===== src/rtl/sbw_pkg.sv =====
package sbw_pkg;

  typedef enum logic [2:0] {
    ST_CMD  = 3'd0,
    ST_SKIP = 3'd1,
    ST_ADDR = 3'd2,
    ST_DATA = 3'd3,
    ST_DROP = 3'd4
  } sbw_state_e;

  // Address following a, restarting at zero past the last byte.
  function automatic int unsigned sbw_next_addr(input int unsigned a,
                                                input int unsigned depth);
    return (a + 1 >= depth) ? 0 : a + 1;
  endfunction

  // Start address folded into the buffer range.
  function automatic int unsigned sbw_fold_addr(input int unsigned a,
                                                input int unsigned depth);
    return a % depth;
  endfunction

  // Returns {hit, select} for a received command code.
  function automatic logic [1:0] sbw_decode(input logic [7:0] code,
                                            input logic [7:0] code_a,
                                            input logic [7:0] code_b);
    if (code == code_a) return 2'b10;
    if (code == code_b) return 2'b11;
    return 2'b00;
  endfunction

endpackage


===== src/rtl/sbw_sync.sv =====
module sbw_sync #(
  parameter int STAGES = 2,
  parameter int W = 1,
  parameter logic [W-1:0] RST_VAL = '0
) (
  input  logic         clk,
  input  logic         rst_n,
  input  logic [W-1:0] d,
  output logic [W-1:0] q
);
  logic [W-1:0] chain [STAGES];

  for (genvar s = 0; s < STAGES; s++) begin : g_stage
    if (s == 0) begin : g_first
      always_ff @(posedge clk or negedge rst_n) begin
        if (!rst_n) chain[0] <= RST_VAL;
        else        chain[0] <= d;
      end
    end else begin : g_next
      always_ff @(posedge clk or negedge rst_n) begin
        if (!rst_n) chain[s] <= RST_VAL;
        else        chain[s] <= chain[s-1];
      end
    end
  end

  assign q = chain[STAGES-1];
endmodule


===== src/rtl/sbw_edge.sv =====
module sbw_edge (
  input  logic clk,
  input  logic rst_n,
  input  logic sck_s,
  input  logic cs_n_s,
  input  logic si_s,
  output logic bit_evt,
  output logic bit_val,
  output logic frame_clr
);
  logic sck_prev;

  always_ff @(posedge clk or negedge rst_n) begin
    if (!rst_n) sck_prev <= 1'b0;
    else        sck_prev <= sck_s;
  end

  assign bit_evt   = sck_s & ~sck_prev & ~cs_n_s;
  assign bit_val   = si_s;
  assign frame_clr = cs_n_s;

  // a serial rising edge lasts one clock cycle only
  assert_bit_single_R8: assert property (@(posedge clk) disable iff (!rst_n)
    bit_evt |=> !bit_evt);

  // no bit is taken while the frame is closed
  assert_no_bit_closed_R6: assert property (@(posedge clk) disable iff (!rst_n)
    frame_clr |-> !bit_evt);
endmodule


===== src/rtl/sbw_shift.sv =====
module sbw_shift #(
  parameter int SH_W = 10,
  parameter int CNT_W = 4
) (
  input  logic             clk,
  input  logic             rst_n,
  input  logic             clr,
  input  logic             bit_evt,
  input  logic             bit_val,
  input  logic             restart,
  output logic [SH_W-1:0]  word_next,
  output logic [CNT_W-1:0] cnt
);
  logic [SH_W-1:0] sh_q;

  assign word_next = {sh_q[SH_W-2:0], bit_val};

  always_ff @(posedge clk or negedge rst_n) begin
    if (!rst_n) begin
      sh_q <= '0;
      cnt  <= '0;
    end else if (clr) begin
      sh_q <= '0;
      cnt  <= '0;
    end else if (bit_evt) begin
      sh_q <= word_next;
      cnt  <= restart ? '0 : cnt + 1'b1;
    end
  end

  // a closed frame leaves the bit counter at zero
  assert_cnt_cleared_R6: assert property (@(posedge clk) disable iff (!rst_n)
    clr |=> cnt == '0);
endmodule


===== src/rtl/sbw_ctrl.sv =====
module sbw_ctrl
  import sbw_pkg::*;
#(
  parameter int BUF_BYTES = 528,
  parameter int ADDR_W = 10,
  parameter int SKIP_BITS = 14,
  parameter int CODE_W = 8,
  parameter int DATA_W = 8,
  parameter int SH_W = 10,
  parameter int CNT_W = 4,
  parameter logic [7:0] CODE_A = 8'h84,
  parameter logic [7:0] CODE_B = 8'h87
) (
  input  logic              clk,
  input  logic              rst_n,
  input  logic              bit_evt,
  input  logic              frame_clr,
  input  logic [SH_W-1:0]   word_next,
  input  logic [CNT_W-1:0]  cnt,
  output logic              restart,
  output logic              wr_en,
  output logic              wr_buf,
  output logic [ADDR_W-1:0] wr_addr,
  output logic [DATA_W-1:0] wr_data
);
  localparam int LAST_ADDR = BUF_BYTES - 1;

  sbw_state_e        st_q;
  logic              sel_q;
  logic [ADDR_W-1:0] addr_q;
  logic [CNT_W-1:0]  field_last;
  logic              field_done;
  logic [1:0]        dec;
  logic [ADDR_W-1:0] start_addr;
  logic [ADDR_W-1:0] step_addr;

  always_comb begin
    case (st_q)
      ST_CMD:  field_last = CNT_W'(CODE_W - 1);
      ST_SKIP: field_last = CNT_W'(SKIP_BITS - 1);
      ST_ADDR: field_last = CNT_W'(ADDR_W - 1);
      default: field_last = CNT_W'(DATA_W - 1);
    endcase
  end

  assign field_done = bit_evt & ~frame_clr & (st_q != ST_DROP) & (cnt == field_last);
  assign restart    = field_done;
  assign dec        = sbw_decode(word_next[CODE_W-1:0], CODE_A, CODE_B);
  assign start_addr = ADDR_W'(sbw_fold_addr(int'(word_next[ADDR_W-1:0]), BUF_BYTES));
  assign step_addr  = ADDR_W'(sbw_next_addr(int'(addr_q), BUF_BYTES));

  always_ff @(posedge clk or negedge rst_n) begin
    if (!rst_n) begin
      st_q    <= ST_CMD;
      sel_q   <= 1'b0;
      addr_q  <= '0;
      wr_en   <= 1'b0;
      wr_buf  <= 1'b0;
      wr_addr <= '0;
      wr_data <= '0;
    end else begin
      wr_en <= 1'b0;
      if (frame_clr) begin
        st_q <= ST_CMD;
      end else if (field_done) begin
        case (st_q)
          ST_CMD: begin
            if (dec[1]) begin
              sel_q <= dec[0];
              st_q  <= ST_SKIP;
            end else begin
              st_q  <= ST_DROP;
            end
          end
          ST_SKIP: st_q <= ST_ADDR;
          ST_ADDR: begin
            addr_q <= start_addr;
            st_q   <= ST_DATA;
          end
          ST_DATA: begin
            wr_en   <= 1'b1;
            wr_buf  <= sel_q;
            wr_addr <= addr_q;
            wr_data <= word_next[DATA_W-1:0];
            addr_q  <= step_addr;
          end
          default: st_q <= ST_DROP;
        endcase
      end
    end
  end

  // writes only come out of the data phase
  assert_write_from_data_R7: assert property (@(posedge clk) disable iff (!rst_n)
    wr_en |-> $past(st_q) == ST_DATA);

  // each write strobe is a single cycle
  assert_strobe_single_R3: assert property (@(posedge clk) disable iff (!rst_n)
    wr_en |=> !wr_en);

  // written addresses stay inside the buffer
  assert_addr_in_range_R5: assert property (@(posedge clk) disable iff (!rst_n)
    wr_en |-> int'(wr_addr) < BUF_BYTES);

  // the byte after the last location goes to location zero
  assert_wrap_to_zero_R4: assert property (@(posedge clk) disable iff (!rst_n)
    (wr_en && int'(wr_addr) == LAST_ADDR) |-> addr_q == '0);

  // otherwise the next location is one higher
  assert_step_one_R4: assert property (@(posedge clk) disable iff (!rst_n)
    (wr_en && int'(wr_addr) != LAST_ADDR) |-> int'(addr_q) == int'(wr_addr) + 1);

  // the buffer choice holds for the whole data phase
  assert_buf_held_R1: assert property (@(posedge clk) disable iff (!rst_n)
    (st_q == ST_DATA && !frame_clr) |=> $stable(sel_q));

  // closing the frame returns to the command phase with no write
  assert_close_restart_R6: assert property (@(posedge clk) disable iff (!rst_n)
    frame_clr |=> (st_q == ST_CMD && !wr_en));
endmodule


===== src/rtl/sbuf_wr_front.sv =====
module sbuf_wr_front #(
  parameter int BUF_BYTES = 528,
  parameter int ADDR_W = 10,
  parameter int SKIP_BITS = 14,
  parameter int SYNC_STAGES = 2,
  parameter logic [7:0] CODE_A = 8'h84,
  parameter logic [7:0] CODE_B = 8'h87
) (
  input  logic              clk,
  input  logic              rst_n,
  input  logic              sck,
  input  logic              cs_n,
  input  logic              si,
  output logic              wr_en,
  output logic              wr_buf,
  output logic [ADDR_W-1:0] wr_addr,
  output logic [7:0]        wr_data
);
  localparam int CODE_W    = 8;
  localparam int DATA_W    = 8;
  localparam int SH_W      = (ADDR_W > DATA_W) ? ADDR_W : DATA_W;
  localparam int FIELD_MAX = (SKIP_BITS > SH_W) ? SKIP_BITS : SH_W;
  localparam int CNT_W     = $clog2(FIELD_MAX + 1);

  logic [2:0]        raw_pins;
  logic [2:0]        sync_pins;
  logic              bit_evt;
  logic              bit_val;
  logic              frame_clr;
  logic              restart;
  logic [SH_W-1:0]   word_next;
  logic [CNT_W-1:0]  cnt;

  assign raw_pins = {cs_n, sck, si};

  sbw_sync #(.STAGES(SYNC_STAGES), .W(3), .RST_VAL(3'b100)) u_sync (
    .clk(clk), .rst_n(rst_n), .d(raw_pins), .q(sync_pins));

  sbw_edge u_edge (
    .clk(clk), .rst_n(rst_n),
    .sck_s(sync_pins[1]), .cs_n_s(sync_pins[2]), .si_s(sync_pins[0]),
    .bit_evt(bit_evt), .bit_val(bit_val), .frame_clr(frame_clr));

  sbw_shift #(.SH_W(SH_W), .CNT_W(CNT_W)) u_shift (
    .clk(clk), .rst_n(rst_n), .clr(frame_clr), .bit_evt(bit_evt),
    .bit_val(bit_val), .restart(restart), .word_next(word_next), .cnt(cnt));

  sbw_ctrl #(
    .BUF_BYTES(BUF_BYTES), .ADDR_W(ADDR_W), .SKIP_BITS(SKIP_BITS),
    .CODE_W(CODE_W), .DATA_W(DATA_W), .SH_W(SH_W), .CNT_W(CNT_W),
    .CODE_A(CODE_A), .CODE_B(CODE_B)
  ) u_ctrl (
    .clk(clk), .rst_n(rst_n), .bit_evt(bit_evt), .frame_clr(frame_clr),
    .word_next(word_next), .cnt(cnt), .restart(restart),
    .wr_en(wr_en), .wr_buf(wr_buf), .wr_addr(wr_addr), .wr_data(wr_data));

  // nothing is written in the cycle after reset is released
  assert_quiet_after_reset_R8: assert property (@(posedge clk)
    $rose(rst_n) |-> !wr_en);
endmodule


===== config.mk =====
export PLATFORM = sky130hd
export DESIGN_NAME = sbuf_wr_front
export DESIGN_NICKNAME = d
export VERILOG_FILES = /design/src/rtl/sbw_pkg.sv /design/src/rtl/sbw_sync.sv /design/src/rtl/sbw_edge.sv /design/src/rtl/sbw_shift.sv /design/src/rtl/sbw_ctrl.sv /design/src/rtl/sbuf_wr_front.sv
export SDC_FILE = /design/constraint.sdc
export NUM_CORES = 1
export LEC_CHECK = 0
export ABC_AREA = 1
export BUFFER_PORTS_ARGS = -buffer_cell sky130_fd_sc_hd__buf_2
export CAP_MARGIN = 0
export CORE_UTILIZATION = 59
export CTS_CLUSTER_SIZE = 25
export DETAILED_ROUTE_END_ITERATION = 12
export HOLD_SLACK_MARGIN = 0.15
export PLACE_DENSITY = 0.8
export SYNTH_ARGS = -nofsm -noshare
export SYNTH_HDL_FRONTEND = slang
export SYNTH_HIERARCHICAL = 1
export SYNTH_SLANG_ARGS = --single-unit

===== constraint.sdc =====
create_clock -name clk -period 2.4 [get_ports clk]
set_clock_uncertainty 0.15 [all_clocks]
set_input_delay 0.24 -clock clk [delete_from_list [all_inputs] [get_ports clk]]
set_output_delay 0.24 -clock clk [all_outputs]
set_load 0.01 [all_outputs]

==> flow_summary.yaml <==
logic_synthesis:
  yosys_warnings: 6
  synth.distinct_cells: 33
  synth.avg_cell_area_um2: 8.10
  synth_async_sr_flop_share_pct: 100
  ys_ff_latch: 54
  synth_area_leaders: "dfrtp_1 45%, nand2_1 12%, nand3_1 6.4%, nor2_1 5.6%, o21ai_2 4.9%"
  synthCells: 355
  synth_edf_count: 0
  ys_top_cells_by_count: "90 x nand2_1, 52 x dfrtp_1, 43 x nor2_1"
  synthesis.nets: 362
  synth_most_common_cell: "nand2_1"
  netlist_area_um2: 2870
  ys_seq_area_share_pct: 47.1
  synth_top_cell_area_share_pct: 45.3
  synth.largest_area_cell: "dfrtp_1"
  synthFlopType: "dfrtp_1"
pwr:
  power.density_nw_per_um2: 472
  pwr-share-comb_pct: 3.6
  switching_share_pct: 21.9
  p_int_mw: 1.14
  switchingPower_mw: 0.319
  vdd_drop_max_v: 0.000408
  pwr-share-seq_pct: 63.3
  clock_power_share_pct: 33.1
  power_leakage_nw: 1.56
  power_mw: 1.46
route:
  viasPerCell: 5.54
  drt_first_iter_violations: 275
  ant_nets: 0
  num_vias: 2403
  avgRoutedWirePerCell_um: 13.6
  routed_wl_um: 5910
  drt_pass1_iterations: 5
  drc: 0
critical_path:
  critPathKind: "flip-flop to flip-flop"
  cp-end-kind: "flip-flop"
  cp-start-kind: "flip-flop"
  arrival_ns: 2.09
  required_ns: 2.46
  critical_path.max_fanout: 35
die:
  die_y_um: 71.8
  die-area_um2: 5150
  io_pins: 25
  initial_core_util_pct: 61.3
  die_width_um: 71.8
  rows: 25
  core-area_um2: 4690
place:
  portBuffers: 24
  gp_congestion: 0.902
  place_area_um2: 2970
  place_inst: 422
  hpwl_um: 4260
clock_tree:
  cts_resized: 0
  cts_max_level: 2
  clockRootBuffer: "clkbuf_8"
  cts.clk_slew.worst_paths_ns: 0.09
  postCtsSetupBuffers: 0
  clkLatencyLatePin_ns: 0.30
  cts_buffers: 5
  ctsHoldBuffers: 4
  cts.path.max_buffers: 2
  cts_tree: "yes"
  clkSinkCount: 54
timing:
  slew_headroom_pct: 56.3
  period_minus_slack_ns: 2.03
  fin_crit_sh_pct: 84.6
  final-max-slew-violation-count: 0
  fmax_ghz: 0.493
  hold_viol: 0
  finalSetupViolCount: 0
  setup_tns_ns: 0
  rsz0062_at_grt: "no"
  worst_pin_slew_ns: 0.655
layout:
  regArea_um2: 1350
  num_antenna_cells: 0
  layout-drive-gt1-share_pct: 20.8
  fillers: 405
  stdcell_count: 434
  multi_input_area_um2: 1230
  final_cell_area_um2: 3100
  area_growth_pct: 7.79
  nNetsFinal: 386
grt:
  grt_pass1_wl_um: 10100
  grt_overflow_total: 0
  grt_pass1_vias: 2193
  track_usage_pct: 25.1
  antenna_found_initial: 0
  grt_start_max_net_pins: 36
min_path:
  min_path_type: "flip-flop to flip-flop"
run_status:
  status: "complete, no violations"
flow_run:
  cap_viol_max_count: 0
critical path: stages (launching register included):
cell and delay, ns:
dfstp_2 0.59, inv_1 0.08, and3_1 0.14, nand2_1 0.07
a21oi_2 0.05, nand2_2 0.11, clkinv_2 0.12, nand2_4 0.35
inv_2 0.12, nand2_1 0.09, nand2_1 0.05
power groups by stage:
stage | clock, mW | combinational [mW] | sequential, mW
4_1_cts | 0.495 | 0.0539 | 0.925
3_5_place_dp | 0 | 0.0491 | 0.942
3_3_place_gp | 0 | 0.0483 | 0.942
2_1_floorplan | 0 | 0.0303 | 0.939
6_report | 0.483 | 0.0531 | 0.925
5_1_grt | 0.538 | 0.0607 | 0.926
flip-flops by register name (all words and copies together), names as in the netlist, 3 cells and up:
name / flops
u_ctrl/st_q: 3
u_ctrl/wr_data: 8
u_sync/q: 3
u_shift/cnt: 4
u_ctrl/wr_addr: 10
u_sync/chain: 3
u_ctrl/addr_q: 10
u_shift/sh_q: 9
worst paths after layout:
path / from / endpoint / slack [ns] / cells after the start
setup / recovery: u_sync/q[2] / u_ctrl/wr_buf / 0.37 / 10
setup reg to reg: u_sync/q[2] / u_ctrl/wr_buf / 0.37 / 10
hold reg to reg: u_sync/chain[3] / u_sync/q[0] / 0.21 / 0
min in group asynchronous: rst_n / u_sync/chain[4] / 0.35 / 2
hold / removal: u_sync/chain[3] / u_sync/q[0] / 0.21 / 0
max in group asynchronous: rst_n / u_ctrl/addr_q[5] / 1.19 / 3
logic make-up (layout without fill, tap and decap cells):
group / Yosys count / in the layout / synth area share [%]
and+or+nand+nor: 192 / 192 / 29.5
xor gates and xnor gates: 1 / 1 / 0.305
adders and majority gates: 2 / 2 / 0.871
DFF: 54 / 54 / 47.1
AOI/OAI and AO/OA: 50 / 50 / 12.1
buffers and inverters: 56 / 81 / 10.1
cell type report:
type / count / area share [%]
Inverter: 40 / 4.89
Multi-Input combinational cell: 245 / 39.7
Clock buffer: 7 / 2.46
Sequential cell: 54 / 43.7
Tap cell: 54 / 2.18
Timing Repair Buffer: 33 / 6.79
Clock inverter: 1 / 0.242
layer usage:
layer / vias to the layer above / part of all wire, % / global-route usage, %
met5: - / 0 / 0
met4: 0 / 1.2 / 5.01
met3: 11 / 4.5 / 4.64
met2: 69 / 46 / 40.1
met1: 1147 / 48 / 36.1
li1: 1176 / - / -
through the flow:
stage | hold slack [ns] | setup slack, ns | utilization (%)
floorplan | -0.206 | 0.600 | -
global placement | 0.143 | 0.472 | 63.4
detailed placement | 0.160 | 0.392 | 63.4
CTS | 0.210 | 0.374 | 66.0
global route | 0.213 | 0.194 | 66.0
finish | 0.206 | 0.370 | 66.0
cell usage in the layout (no fill, tap or decap), types with 3 or more instances in the layout:
master | synthesis | final
a21oi_1 | 7 | 7
a21oi_2 | 9 | 9
buf_2 | 1 | 24
buf_4 | 6 | 4
clkbuf_8 | 0 | 5
dfrtp_1 | 52 | 52
dlygate4sd3_1 | 0 | 4
inv_1 | 34 | 34
inv_2 | 5 | 5
nand2_1 | 90 | 90
nand2_2 | 3 | 3
nand3_1 | 37 | 37
nand4_1 | 6 | 6
nor2_1 | 43 | 43
o21ai_0 | 14 | 14
o21ai_2 | 16 | 16
Power figures use the tool's default switching activity.
